**src/rtl/dac_fe_pkg.sv**
```systemverilog
package dac_fe_pkg;

    typedef enum logic [1:0] {
        MODE_RUN     = 2'b00,
        MODE_PD_1K   = 2'b01,
        MODE_PD_100K = 2'b10,
        MODE_PD_OPEN = 2'b11
    } op_mode_e;

    localparam int TERM_W = 3;

    function automatic logic [TERM_W-1:0] term_decode(op_mode_e m);
        logic [TERM_W-1:0] t;
        t = '0;
        case (m)
            MODE_PD_1K:   t[0] = 1'b1;
            MODE_PD_100K: t[1] = 1'b1;
            MODE_PD_OPEN: t[2] = 1'b1;
            default:      t = '0;
        endcase
        return t;
    endfunction

endpackage

```
**src/rtl/dac_in_sync.sv**
```systemverilog
module dac_in_sync #(
    parameter int           W       = 3,
    parameter int           STAGES  = 2,
    parameter logic [W-1:0] RST_VAL = '0
) (
    input  logic         clk,
    input  logic         rst_n,
    input  logic [W-1:0] d_in,
    output logic [W-1:0] d_out
);

    logic [W-1:0] stage_d [STAGES];
    logic [W-1:0] stage_q [STAGES];

    always_comb begin
        stage_d[0] = d_in;
        for (int i = 1; i < STAGES; i++) begin
            stage_d[i] = stage_q[i-1];
        end
    end

    genvar g;
    generate
        for (g = 0; g < STAGES; g++) begin : g_stage
            always_ff @(posedge clk or negedge rst_n) begin
                if (!rst_n) stage_q[g] <= RST_VAL;
                else        stage_q[g] <= stage_d[g];
            end
        end
    endgenerate

    assign d_out = stage_q[STAGES-1];

endmodule

```
**src/rtl/dac_frame_rx.sv**
```systemverilog
module dac_frame_rx #(
    parameter int FRAME_BITS = 16
) (
    input  logic                  clk,
    input  logic                  rst_n,
    input  logic                  sclk_s,
    input  logic                  sync_n_s,
    input  logic                  din_s,
    output logic                  word_vld,
    output logic [FRAME_BITS-1:0] word
);

    localparam int            CW   = $clog2(FRAME_BITS + 1);
    localparam logic [CW-1:0] LAST = CW'(FRAME_BITS - 1);
    localparam logic [CW-1:0] FULL = CW'(FRAME_BITS);

    typedef struct packed {
        logic                  sclk_prev;
        logic [CW-1:0]         cnt;
        logic [FRAME_BITS-1:0] shreg;
    } rx_st_t;

    rx_st_t st_d, st_q;
    logic   fall;

    always_comb begin
        st_d           = st_q;
        st_d.sclk_prev = sclk_s;
        fall           = st_q.sclk_prev & ~sclk_s;
        word           = {st_q.shreg[FRAME_BITS-2:0], din_s};
        word_vld       = 1'b0;
        if (sync_n_s) begin
            st_d.cnt   = '0;
            st_d.shreg = '0;
        end else if (fall && (st_q.cnt < FULL)) begin
            st_d.shreg = word;
            st_d.cnt   = st_q.cnt + 1'b1;
            word_vld   = (st_q.cnt == LAST);
        end
    end

    always_ff @(posedge clk or negedge rst_n) begin
        if (!rst_n) begin
            st_q.sclk_prev <= 1'b1;
            st_q.cnt       <= '0;
            st_q.shreg     <= '0;
        end else begin
            st_q <= st_d;
        end
    end

    p_cnt_bound_r5: assert property (@(posedge clk) disable iff (!rst_n)
        st_q.cnt <= FULL);

    p_abort_clear_r4: assert property (@(posedge clk) disable iff (!rst_n)
        sync_n_s |=> (st_q.cnt == '0) && (st_q.shreg == '0));

    p_done_full_r2: assert property (@(posedge clk) disable iff (!rst_n)
        word_vld |=> (st_q.cnt == FULL));

    p_no_done_idle_r9: assert property (@(posedge clk) disable iff (!rst_n)
        sync_n_s |-> !word_vld);

endmodule

```
**src/rtl/dac_wake_timer.sv**
```systemverilog
module dac_wake_timer #(
    parameter int WAKE_CYCLES = 125
) (
    input  logic clk,
    input  logic rst_n,
    input  logic start,
    input  logic stop,
    output logic busy
);

    localparam int            CW   = (WAKE_CYCLES > 0) ? $clog2(WAKE_CYCLES + 1) : 1;
    localparam logic [CW-1:0] LOAD = CW'(WAKE_CYCLES);

    logic [CW-1:0] cnt_d, cnt_q;

    always_comb begin
        cnt_d = cnt_q;
        if (stop)                cnt_d = '0;
        else if (start)          cnt_d = LOAD;
        else if (cnt_q != '0)    cnt_d = cnt_q - 1'b1;
    end

    always_ff @(posedge clk or negedge rst_n) begin
        if (!rst_n) cnt_q <= '0;
        else        cnt_q <= cnt_d;
    end

    assign busy = (cnt_q != '0);

    p_stop_clears_r8: assert property (@(posedge clk) disable iff (!rst_n)
        stop |=> !busy);

    p_count_down_r8: assert property (@(posedge clk) disable iff (!rst_n)
        (busy && !start && !stop) |=> (cnt_q == $past(cnt_q) - 1'b1));

endmodule

```
**src/rtl/dac_serial_front.sv**
```systemverilog
module dac_serial_front #(
    parameter int FRAME_BITS  = 16,
    parameter int CODE_W      = 10,
    parameter int CODE_LSB    = 2,
    parameter int MODE_LSB    = 12,
    parameter int SYNC_STAGES = 2,
    parameter int WAKE_CYCLES = 125
) (
    input  logic              clk,
    input  logic              rst_n,
    input  logic              sclk,
    input  logic              sync_n,
    input  logic              din,
    output logic [CODE_W-1:0] dac_code,
    output logic [1:0]        op_mode,
    output logic              amp_en,
    output logic [2:0]        term_sel,
    output logic              out_ready
);

    import dac_fe_pkg::*;

    typedef struct packed {
        logic [CODE_W-1:0] code;
        op_mode_e          mode;
    } out_st_t;

    logic [2:0]            pins_s;
    logic                  word_vld;
    logic [FRAME_BITS-1:0] word;
    logic                  wake_busy;
    logic                  wake_start, wake_stop;
    op_mode_e              new_mode;
    out_st_t               st_d, st_q;

    dac_in_sync #(
        .W      (3),
        .STAGES (SYNC_STAGES),
        .RST_VAL(3'b110)
    ) u_sync (
        .clk  (clk),
        .rst_n(rst_n),
        .d_in ({sclk, sync_n, din}),
        .d_out(pins_s)
    );

    dac_frame_rx #(
        .FRAME_BITS(FRAME_BITS)
    ) u_rx (
        .clk     (clk),
        .rst_n   (rst_n),
        .sclk_s  (pins_s[2]),
        .sync_n_s(pins_s[1]),
        .din_s   (pins_s[0]),
        .word_vld(word_vld),
        .word    (word)
    );

    always_comb begin
        st_d     = st_q;
        new_mode = op_mode_e'(word[MODE_LSB +: 2]);
        if (word_vld) begin
            st_d.mode = new_mode;
            if (new_mode == MODE_RUN) begin
                st_d.code = word[CODE_LSB +: CODE_W];
            end
        end
        wake_start = (st_q.mode != MODE_RUN) && (st_d.mode == MODE_RUN);
        wake_stop  = (st_d.mode != MODE_RUN);
    end

    always_ff @(posedge clk or negedge rst_n) begin
        if (!rst_n) begin
            st_q.code <= '0;
            st_q.mode <= MODE_RUN;
        end else begin
            st_q <= st_d;
        end
    end

    dac_wake_timer #(
        .WAKE_CYCLES(WAKE_CYCLES)
    ) u_wake (
        .clk  (clk),
        .rst_n(rst_n),
        .start(wake_start),
        .stop (wake_stop),
        .busy (wake_busy)
    );

    assign dac_code  = st_q.code;
    assign op_mode   = st_q.mode;
    assign amp_en    = (st_q.mode == MODE_RUN);
    assign term_sel  = term_decode(st_q.mode);
    assign out_ready = (st_q.mode == MODE_RUN) && !wake_busy;

    p_idle_hold_r4: assert property (@(posedge clk) disable iff (!rst_n)
        !word_vld |=> $stable(st_q));

    p_pd_keeps_code_r7: assert property (@(posedge clk) disable iff (!rst_n)
        (word_vld && (word[MODE_LSB +: 2] != 2'b00)) |=> $stable(st_q.code));

    p_term_onehot_r6: assert property (@(posedge clk) disable iff (!rst_n)
        $onehot0(term_sel) && (amp_en == (term_sel == 3'b000)));

    p_pd_not_ready_r8: assert property (@(posedge clk) disable iff (!rst_n)
        (op_mode != 2'b00) |-> !out_ready);

    generate
        if (WAKE_CYCLES > 0) begin : g_wake_chk
            p_wake_low_r8: assert property (@(posedge clk) disable iff (!rst_n)
                (op_mode != 2'b00) ##1 (op_mode == 2'b00) |-> !out_ready);
        end
    endgenerate

endmodule

```
**config.mk**
```make
export PLATFORM = sky130hd
export DESIGN_NAME = dac_serial_front
export DESIGN_NICKNAME = d
export VERILOG_FILES = /design/src/rtl/dac_fe_pkg.sv /design/src/rtl/dac_in_sync.sv /design/src/rtl/dac_frame_rx.sv /design/src/rtl/dac_wake_timer.sv /design/src/rtl/dac_serial_front.sv
export SDC_FILE = /design/constraint.sdc
export NUM_CORES = 1
export LEC_CHECK = 0
export BUFFER_PORTS_ARGS = -buffer_cell sky130_fd_sc_hd__buf_4
export CAP_MARGIN = 20
export CORE_MARGIN = 3
export CORE_UTILIZATION = 43
export CTS_CLUSTER_DIAMETER = 50
export DETAILED_ROUTE_END_ITERATION = 10
export GPL_TIMING_DRIVEN = 1
export PLACE_DENSITY = 0.7
export SLEW_MARGIN = 0
export SYNTH_ARGS = -nofsm -noshare
export SYNTH_HDL_FRONTEND = slang
export SYNTH_SLANG_ARGS = --single-unit
```
**constraint.sdc**
```tcl
create_clock -name clk -period 1.89 [get_ports clk]
set_input_delay 0.189 -clock clk [delete_from_list [all_inputs] [get_ports clk]]
set_output_delay 0.189 -clock clk [all_outputs]
set_load 0.02 [all_outputs]
```
# == Word level (Yosys, flattened, before mapping) ==
# Index checks and enable logic that the tools add are counted.
# totals
wordCells,41
reg_bits,46
output_inout_bits,17
input_bits,5
# classes
n_addsub,2
bitwise_logic,2
eq_ne,4
mux,11
reduce_logical,13
order_cmp,1
# ops
op,count
21-bit 2-to-1 mux,2
7-bit 2-to-1 mux,3
7-bit nonzero test,1
"7-bit by 1-bit subtractor with 7-bit output, second input constant",1
2-bit logical NOT,3
2-bit nonzero test,3
"5-bit by 1-bit adder with 5-bit output, second input constant",1
"5-bit by 4-bit == test with 1-bit output, second input constant",1
"5-bit < comparator, second input constant",1
1-bit 2-to-1 mux,5
"2-bit == test, second input constant",2
1-bit logical AND,3
3-bit nonzero test,1
"2-bit by 1-bit == test with 1-bit output, second input constant",1
2-bit 2-to-1 mux,1
2-bit AND reduction,1
1-bit bitwise AND,1
1-bit logical NOT,1
1-bit inverter,1

# == Logic depth before layout (Yosys ltp) ==
# Gate-level depths: netlist (run 1).
# depth
word_depth,10
mapped_depth,7
depth_no_buf,6

# == Cells and area by module ==
# From an unflattened synthesis (run 1), not the netlist that was laid out.
# unflattened
hier_cells,189
area_unflattened_um2,2068.2
# modules_own_cells
module,area_each_um2,instances,cells_each,seq_area_each_um2
dac_frame_rx,1012.2,1,109,526.8
dac_serial_front,508.0,1,34,300.3
dac_wake_timer,392.9,1,40,175.2
dac_in_sync,155.1,1,6,155.1

# == Least setup slack after synthesis (run 1) ==
# OpenSTA, ideal clock, no wires.
# synth_path
path_kind,reg-to-reg
startpoint,register u_wake.cnt_q[3]
endpoint,register u_wake.cnt_q[3]
path_buffers,0
required_ns,1.731
path_slack_ns,-0.005
path_stages_with_launch,5
setup_ns,0.159
synth_period_minus_slack_ns,1.895
t_arrival_ns,1.737
path_cell_list,dfrtp_1 nor4_1 nand3b_1 nor3_1 nor3_1
# synth_between
elab_chain_cells,4
elab_cells_between_ends,6
cone_classes,add/sub (1); mux (3); reduce/logical (2)
# synth_lines
item,line_no,rtl
start: declaration,dac_wake_timer.sv:14,"logic [CW-1:0] cnt_d, cnt_q;"
start signal: assignment,dac_wake_timer.sv:25,else cnt_q <= cnt_d;
7-bit by 1-bit subtractor with 7-bit output,dac_wake_timer.sv:20,else if (cnt_q != '0) cnt_d = cnt_q - 1'b1;
7-bit 2-to-1 mux,dac_wake_timer.sv:20,
7-bit 2-to-1 mux,dac_wake_timer.sv:19,else if (start) cnt_d = LOAD;
7-bit 2-to-1 mux,dac_wake_timer.sv:18,if (stop) cnt_d = '0;
# Parallel ways exist; a longest one is shown, timed or not. The select of a mux whose other input is x is not followed.
# A chain may end at the register's enable or synchronous reset.

# == Worst setup path in the final report (run 1) ==
# layout_path
startpoint,register u_wake.cnt_q[5]
endpoint,output out_ready
# layout_between
elab_chain_cells,3
# layout_lines
item,line_no,rtl
7-bit nonzero test,dac_wake_timer.sv:28,assign busy = (cnt_q != '0);
1-bit logical NOT,dac_serial_front.sv:95,assign out_ready = (st_q.mode == MODE_RUN) && !wake_busy;
1-bit logical AND,dac_serial_front.sv:95,
end: declaration,dac_serial_front.sv:18,output logic out_ready
# Every way passes these cells.

==> metrics list, run 1 <==
* Layout Skew: around 0.0080 ns
- Number of failing hold endpoints at the final stage: 0
* Most common library cell in the layout ignoring fill and taps: sky130_fd_sc_hd__dfrtp_1
* Count of antenna diodes in the layout: 0
* Pin count of the biggest net entering global routing: 45
- Clk pwr share: 0.404
- Clock root buffer: sky130_fd_sc_hd__clkbuf_8
* Sw Pwr: ~0.35 mW
* Die H: roughly 72 um
- For this configuration, the core starts out at a cell density of 0.4562.
* Final worst path period need: roughly 1.8 ns
* Number of input and output port buffers inserted: 21
* Cell leakage power: about 1.2 nW
- Max-cap violations: 0
* Cell count after synthesis: between 150 and 200
* Endpoints failing setup: 0
- Slew margin rel.: 0.6399
- Timing analysis after detailed placement gives a worst setup slack of approximately 0.09 ns.
- Overall routing resource usage: 0.1427
- Count of cell types in the netlist: 32
* Global-route wire length before repair: approximately 5600 um
- Data on the critical path is required at its endpoint by 1.70 ns.
- #FFs+latches synth: between 40 and 50
- Syn_nets: around 170
- The routed design has 3419 um of wire.
- Share of the clock period used by the worst path: 0.9614
* Most frequent cells in the layout: sky130_fd_sc_hd__dfrtp_1 (37), sky130_fd_sc_hd__nand2_1 (32), sky130_fd_sc_hd__buf_4 (29)
- Slew of the pin with the lowest slew margin: between 0.5 and 0.6 ns
- Clock tree from TritonCTS: built
- CTS clock-pin slew for the worst setup and hold paths: around 0.08 ns
- Min-delay worst type: reg -> reg
- Critical path type: reg -> out
- Peak supply drop: approximately 0.35 mV
* Vias: approximately 1300
- The run finished with clean final reports.
- Post-route antenna net violation count: 0
- First DRT Iteration DRCs: 58
- Net count reported at finish: 203
- The number of global-route vias before repair was 1224.
- Proportion of register bits with asynchronous set or reset after synthesis: 1.000
* Number of DRC violations after detailed routing: 0
- Total number of H-tree levels: 2
* Post-synth EDFFs: 0
* Cell count of the worst reg-to-reg path: 6
* Die outline area: slightly above 5000 um2
* Placer's final routability congestion estimate: roughly 0.77
- Of the cells placed in the final design, the portion with a size suffix greater than 1 is 0.3179.
- FP Rows: 23
* Area of the placeable core: just over 4000 um2
- The tightest hold path in the finished design has a slack of approximately 0.36 ns.
* Initial DRT Pass Iterations: 4
- Via-per-instance ratio: 5.106
- Sw frac: 0.2038
- Internal power comes to between 1 and 1.5 mW.
- Clock latency at the later pin of the worst-skew pair: roughly 0.30 ns
- With fillers left out, the area of the finished cells amounts to about 2300 um2.
* Initial antenna violation count: 0
* Sinks on Clock Net: between 40 and 50
- Yosys warning count: 0
* Number of top-level pins: 22
* Sequential share of power: 0.560
* Area after DPL: approximately 2100 um2
- For this run, the leading register cell type out of synthesis is sky130_fd_sc_hd__dfrtp_1.
- The final max-slew violation count was 0.
- Relative contribution of combinational cells to total power: 0.035
- Half-perimeter wire length after placement: ~2300 um
- Counting the fill cells in the layout gives between 300 and 400.
* Die Span X: slightly above 70 um
- The worst setup path is captured at an output port.
- At the worst endpoint, the arrival time is 1.63 ns.
- Number of buffers created by CTS: 5
- Power spread over the standard cell area amounts to around 750 nW/um2.
* Worst setup margin: around 0.073 ns
- In this run the deepest clock path goes through 2 buffers.
* Grt total ovfl: 0
- In the final routed layout, each cell accounts on average for between 10 and 15 um.
- Hold Path Depth: 0
- Average size of a mapped cell: between 10 and 15 um2
- Of all nets on the critical path, the largest fanout is 3.
- The worst setup path is launched from a register.
- Final-layout setup total negative slack: 0 ns
* Area growth syn-to-layout: 23.83%
* Max Freq: 550.3 MHz
- Cell area after technology mapping: approximately 1900 um2
- For this run, the register share of the synthesized area comes to 0.5940.
layer usage:
layer,global-route usage,up-vias,part of all wire
li1,-,605,-
met1,0.1667,619,0.43
met2,0.2408,20,0.51
met3,0.04909,7,0.042
met4,0.05637,0,0.018
met5,0,-,0
stage by stage:
| step | util | instances | total power, mW |
|---|---|---|---|
| 2_1_floorplan | - | 158 | 1.005 |
| 3_3_place_gp | 0.5141 | 229 | 1.036 |
| 3_5_place_dp | 0.5141 | 229 | 1.039 |
| 4_1_cts | 0.5539 | 241 | 1.744 |
| 5_1_grt | 0.5649 | 245 | 1.797 |
| 6_report | 0.5649 | 245 | 1.721 |
logic make-up after synthesis:
logic type,synth area share
AO/OA/AOI/OAI,0.07718
adder cells (fa/ha/maj),0.02685
AND/OR/NAND/NOR,0.1517
XOR/XNOR,0.02819
multiplexers,0.09798
buffers and inverters,0.02416
flip-flops,0.5940
critical path, cell delays in order (launching register included):
cell and delay (ns):
sky130_fd_sc_hd__dfrtp_1 0.42, sky130_fd_sc_hd__nor4_4 0.32, sky130_fd_sc_hd__nand3b_1 0.18, sky130_fd_sc_hd__nor3_4 0.26, sky130_fd_sc_hd__buf_6 0.15
worst paths after layout:
kind | start | to | slack [ns]
max | u_wake.cnt_q[5] | out_ready | 0.07
min | u_sync.stage_d[2] | u_sync.d_out[2] | 0.36
max reg2reg | u_rx.st_q[16] | dac_code[2] | 0.13
min reg2reg | u_sync.stage_d[2] | u_sync.d_out[2] | 0.36
max in group asynchronous | rst_n | u_wake.cnt_q[3] | 1.10
min in group asynchronous | rst_n | dac_code[8] | 0.42
power by group through the flow:
stage,Clock [mW],Sequential [mW],Combinational (mW)
6_report,0.696,0.964,0.0607
5_1_grt,0.761,0.966,0.0700
4_1_cts,0.717,0.964,0.0634
3_5_place_dp,0,0.982,0.0564
3_3_place_gp,0,0.982,0.0543
2_1_floorplan,0,0.980,0.0245
sequential cells by signal, indices dropped and copies added, names as in the netlist:
signal	cells
u_rx.word	13
dac_code	10
u_rx.st_q	6
u_sync.d_out	3
u_sync.stage_d	3
u_wake.cnt_q	7
op_mode	2
cell usage after synthesis (3+ instances only):
cell type                  count  share of area
sky130_fd_sc_hd__clkbuf_1      4         0.0081
sky130_fd_sc_hd__nor2_1        6          0.012
sky130_fd_sc_hd__xor2_1        3          0.014
sky130_fd_sc_hd__mux2_4       10          0.081
sky130_fd_sc_hd__xnor2_1       3          0.014
sky130_fd_sc_hd__inv_1         5          0.010
sky130_fd_sc_hd__dfstp_2       5          0.070
sky130_fd_sc_hd__dfrtp_1      39           0.52
sky130_fd_sc_hd__a21oi_1      18          0.048
sky130_fd_sc_hd__ha_1          4          0.027
sky130_fd_sc_hd__nand2_1      32          0.064
repair_timing:
action	in CTS	in global routing
gates resized for setup	2	5
pin swaps	0	3
endpoints found under the hold margin	42	0
hold buffers	4	0
buffers inserted	0	4
setup endpoints to repair	1	4
layout make-up:
| class | instances | area (um2) | share of cell area |
|---|---|---|---|
| clock buffer | 6 | 72.57 | 0.03144 |
| clock inverter | 2 | 35.03 | 0.01518 |
| inverter | 5 | 18.77 | 0.008130 |
| multi-input combinational | 104 | 740.7 | 0.3209 |
| sequential | 44 | 1110 | 0.4808 |
| tap | 50 | 62.56 | 0.02710 |
| timing repair buffer | 34 | 269.0 | 0.1165 |
Power figures use the tool's default switching activity.
==> inputs of run 2 (changes only) <==
CAP_MARGIN = not set   (was 20)
HOLD_SLACK_MARGIN = 0.02   (was not set)
SETUP_SLACK_MARGIN = 0.15   (was not set)
==> run 2 against run 1 <==
  * Fmax up 4.1%
  * Critical path type unchanged
  * Cell area up 2.5%
  * Critical endpoint unchanged
  * Via count up 4.4%
  * Non-clock buffer count up 5
  * First-iteration DRC count up 19%
  * Clock power about the same
==> metrics list, run 2 (synthesized netlist as in run 1, its figures left out) <==
* Result of the run: finished clean
- Half-perimeter wire length after placement: 2258 um (unchanged)
* Post-layout power: 1.723 mW (+0.16%)
* Peak supply drop: 0.3484 mV (+0.33%)
* FP Rows: 23 (unchanged)
- The tree is rooted in a sky130_fd_sc_hd__clkbuf_8.
* Number of slew-limit violations in the final report: 0 (unchanged)
- The number of input and output port buffers inserted was 21 (unchanged).
- Endpoints failing setup: 0 (unchanged)
- The cell count after placement is 229 (unchanged).
- Grt total ovfl: 0 (unchanged)
- Layout Skew: 0.008360 ns (+0.0004098 ns)
* Setup repair after global routing missed its margin: yes
- Final worst path period need: 1.745 ns (-0.07223 ns)
- Number of failing hold endpoints at the final stage: 0 (unchanged)
* Worst setup slack after placement: 0.08832 ns (unchanged)
* Most frequent cells in the layout: sky130_fd_sc_hd__dfrtp_1 (37), sky130_fd_sc_hd__buf_4 (35), sky130_fd_sc_hd__nand2_1 (32)
- The clock transition time at the flip-flop clock pins of the worst setup and hold paths is 0.08 ns (about the same).
- Via-per-instance ratio: 5.203 (+1.9%)
* Placer's final routability congestion estimate: 0.7721 (unchanged)
- The number of iterations in the first detailed-routing pass came to 4 (unchanged).
* Net count reported at finish: 209 (+3.0%)
* Via count of the first global-routing pass: 1250 (+2.1%)
* Min-delay worst type: reg -> reg
* Post-route antenna net violation count: 0 (unchanged)
- Slew of the pin with the lowest slew margin: 0.5611 ns (+0.02239 ns)
- The clock network latency to the later pin of the worst-skew pair is 0.30 ns (about the same).
- Cells along the critical path: nor4_4 > nand3b_1 > nor3_2 > buf_4
* Number of buffers created by CTS: 5 (unchanged)
- The number of antenna repair diodes was 0 (unchanged).
- The maximum fanout along the worst path is 3 (unchanged).
* Setup crit start kind: register
- The critical path in this run is classified as reg -> out.
* Fraction of final layout cells sized beyond drive strength 1: 0.3483 (+0.03031)
- Global-route wire length before repair: 5740 um (+2.3%)
* Area growth syn-to-layout: 26.98%
* Max-cap violations: 0 (unchanged)
- The total global-route track usage was 0.1466 (+0.003866).
- The pin count of the biggest net entering global routing came to 45 (unchanged).
- Average detailed-routed wire length per instance: 14.10 um (+1.1%)
- The library cell used most frequently in the layout, excluding fill and tap cells, is sky130_fd_sc_hd__dfrtp_1.
* Share of the clock period used by the worst path: 0.9232 (-0.03822)
* Die outline area: 5162 um2 (unchanged)
* Bufs on Longest Clock Path: 2 (unchanged)
- The remaining design rule violation count came to 0 (unchanged).
- Filler cell count: 336 (-2.6%)
- The largest individual stage delay along the critical path comes from the cell sky130_fd_sc_hd__dfrtp_2.
* Die H: 71.85 um (unchanged)
* First DRT Iteration DRCs: 69 (+19%)
* Arr. time, crit path: 1.56 ns (-0.07 ns)
* Final standard cell area without fillers: 2367 um2 (+2.5%)
* Die Span X: 71.85 um (unchanged)
* Final core utilization: 0.5793 (+0.01439)
- The power density over the cells was 728.0 nW/um2 (-2.3%).
* Area of the placeable core: 4086 um2 (unchanged)
- Final wirelength: 3540 um (+3.5%)
* Final-layout setup total negative slack: 0 ns (unchanged)
- Vias: 1306 (+4.4%)
* Critical Path End Type: output port
- The remaining max-slew budget at the tightest pin came to 0.6249 (-0.01497).
* Sinks on Clock Net: 44 (unchanged)
* Critical path required time: 1.70 ns (about the same)
- The final hold slack came to 0.3574 ns (-0.0002960 ns).
* Final non-filler cell total: 251 (+2.4%)
* Worst setup margin: 0.1452 ns (+0.07223 ns)
* Clock tree from TritonCTS: built
* Total number of H-tree levels: 2 (unchanged)
- Number of top-level pins: 22 (unchanged)
* Area after DPL: 2101 um2 (unchanged)
- The number of antenna violations at the first check in global routing was 0 (unchanged).
* Initial Util: 0.4562 (unchanged)
- Peak per-stage delay on the critical path: 0.44 ns (+0.02 ns)
- The highest achievable clock rate was 573.1 MHz (+4.1%).
* Number of flip-flops under the largest register name: 13 (unchanged)
- Cell leakage power: 1.190 nW (+2.4%)
[run 2: where the power goes]
| group | switching (mW) | leakage (nW) | total [mW] | internal [mW] |
|---|---|---|---|---|
| Combinational | 0.0409 | 0.547 | 0.0644 | 0.0235 |
| Clock | 0.303 | 0.0552 | 0.695 | 0.392 |
| Sequential | 0.00712 | 0.588 | 0.964 | 0.957 |
[run 2: layer usage]
layer  track usage  part of all wire
met4       0.05637             0.022
met5             0                 0
met1        0.1703              0.42
met3       0.04909             0.051
met2        0.2500              0.50
[run 2: final cells by class]
type,count,area [um2],area share
clock inverter,2,35.03,0.01480
sequential,44,1110,0.4688
multi-input combinational,105,765.7,0.3235
clock buffer,6,72.57,0.03066
timing repair buffer,39,302.8,0.1279
inverter,5,18.77,0.007928
tap,50,62.56,0.02643
[run 2: worst max-delay path: cells and delay by family (launching register included)]
kind | cells | cell delay, ns
buffers and inverters | 1 | 0.18
flip-flops | 1 | 0.44
AND/OR/NAND/NOR | 3 | 0.64
[run 2: path summary, 6_finish.rpt]
kind / startpoint / depth (start not counted) / end / slack, ns
worst min register to register: u_sync.stage_d[2] / 0 / u_sync.d_out[2] / 0.36
worst min-delay path: u_sync.stage_d[2] / 0 / u_sync.d_out[2] / 0.36
worst max-delay path: u_wake.cnt_q[3] / 4 / out_ready / 0.15
max in group asynchronous: rst_n / 2 / u_wake.cnt_q[4] / 1.09
min in group asynchronous: rst_n / 2 / u_rx.word[13] / 0.42
worst max register to register: u_rx.st_q[16] / 6 / dac_code[2] / 0.25
[run 2: repair_timing]
action / CTS / global route
endpoints found under the hold margin: 42 / 0
pin swaps: 3 / 4
gates cloned: 1 / 0
buffers inserted: 3 / 6
resized for setup: 5 / 4
hold buffers: 4 / 0
endpoints found under the setup margin: 11 / 14
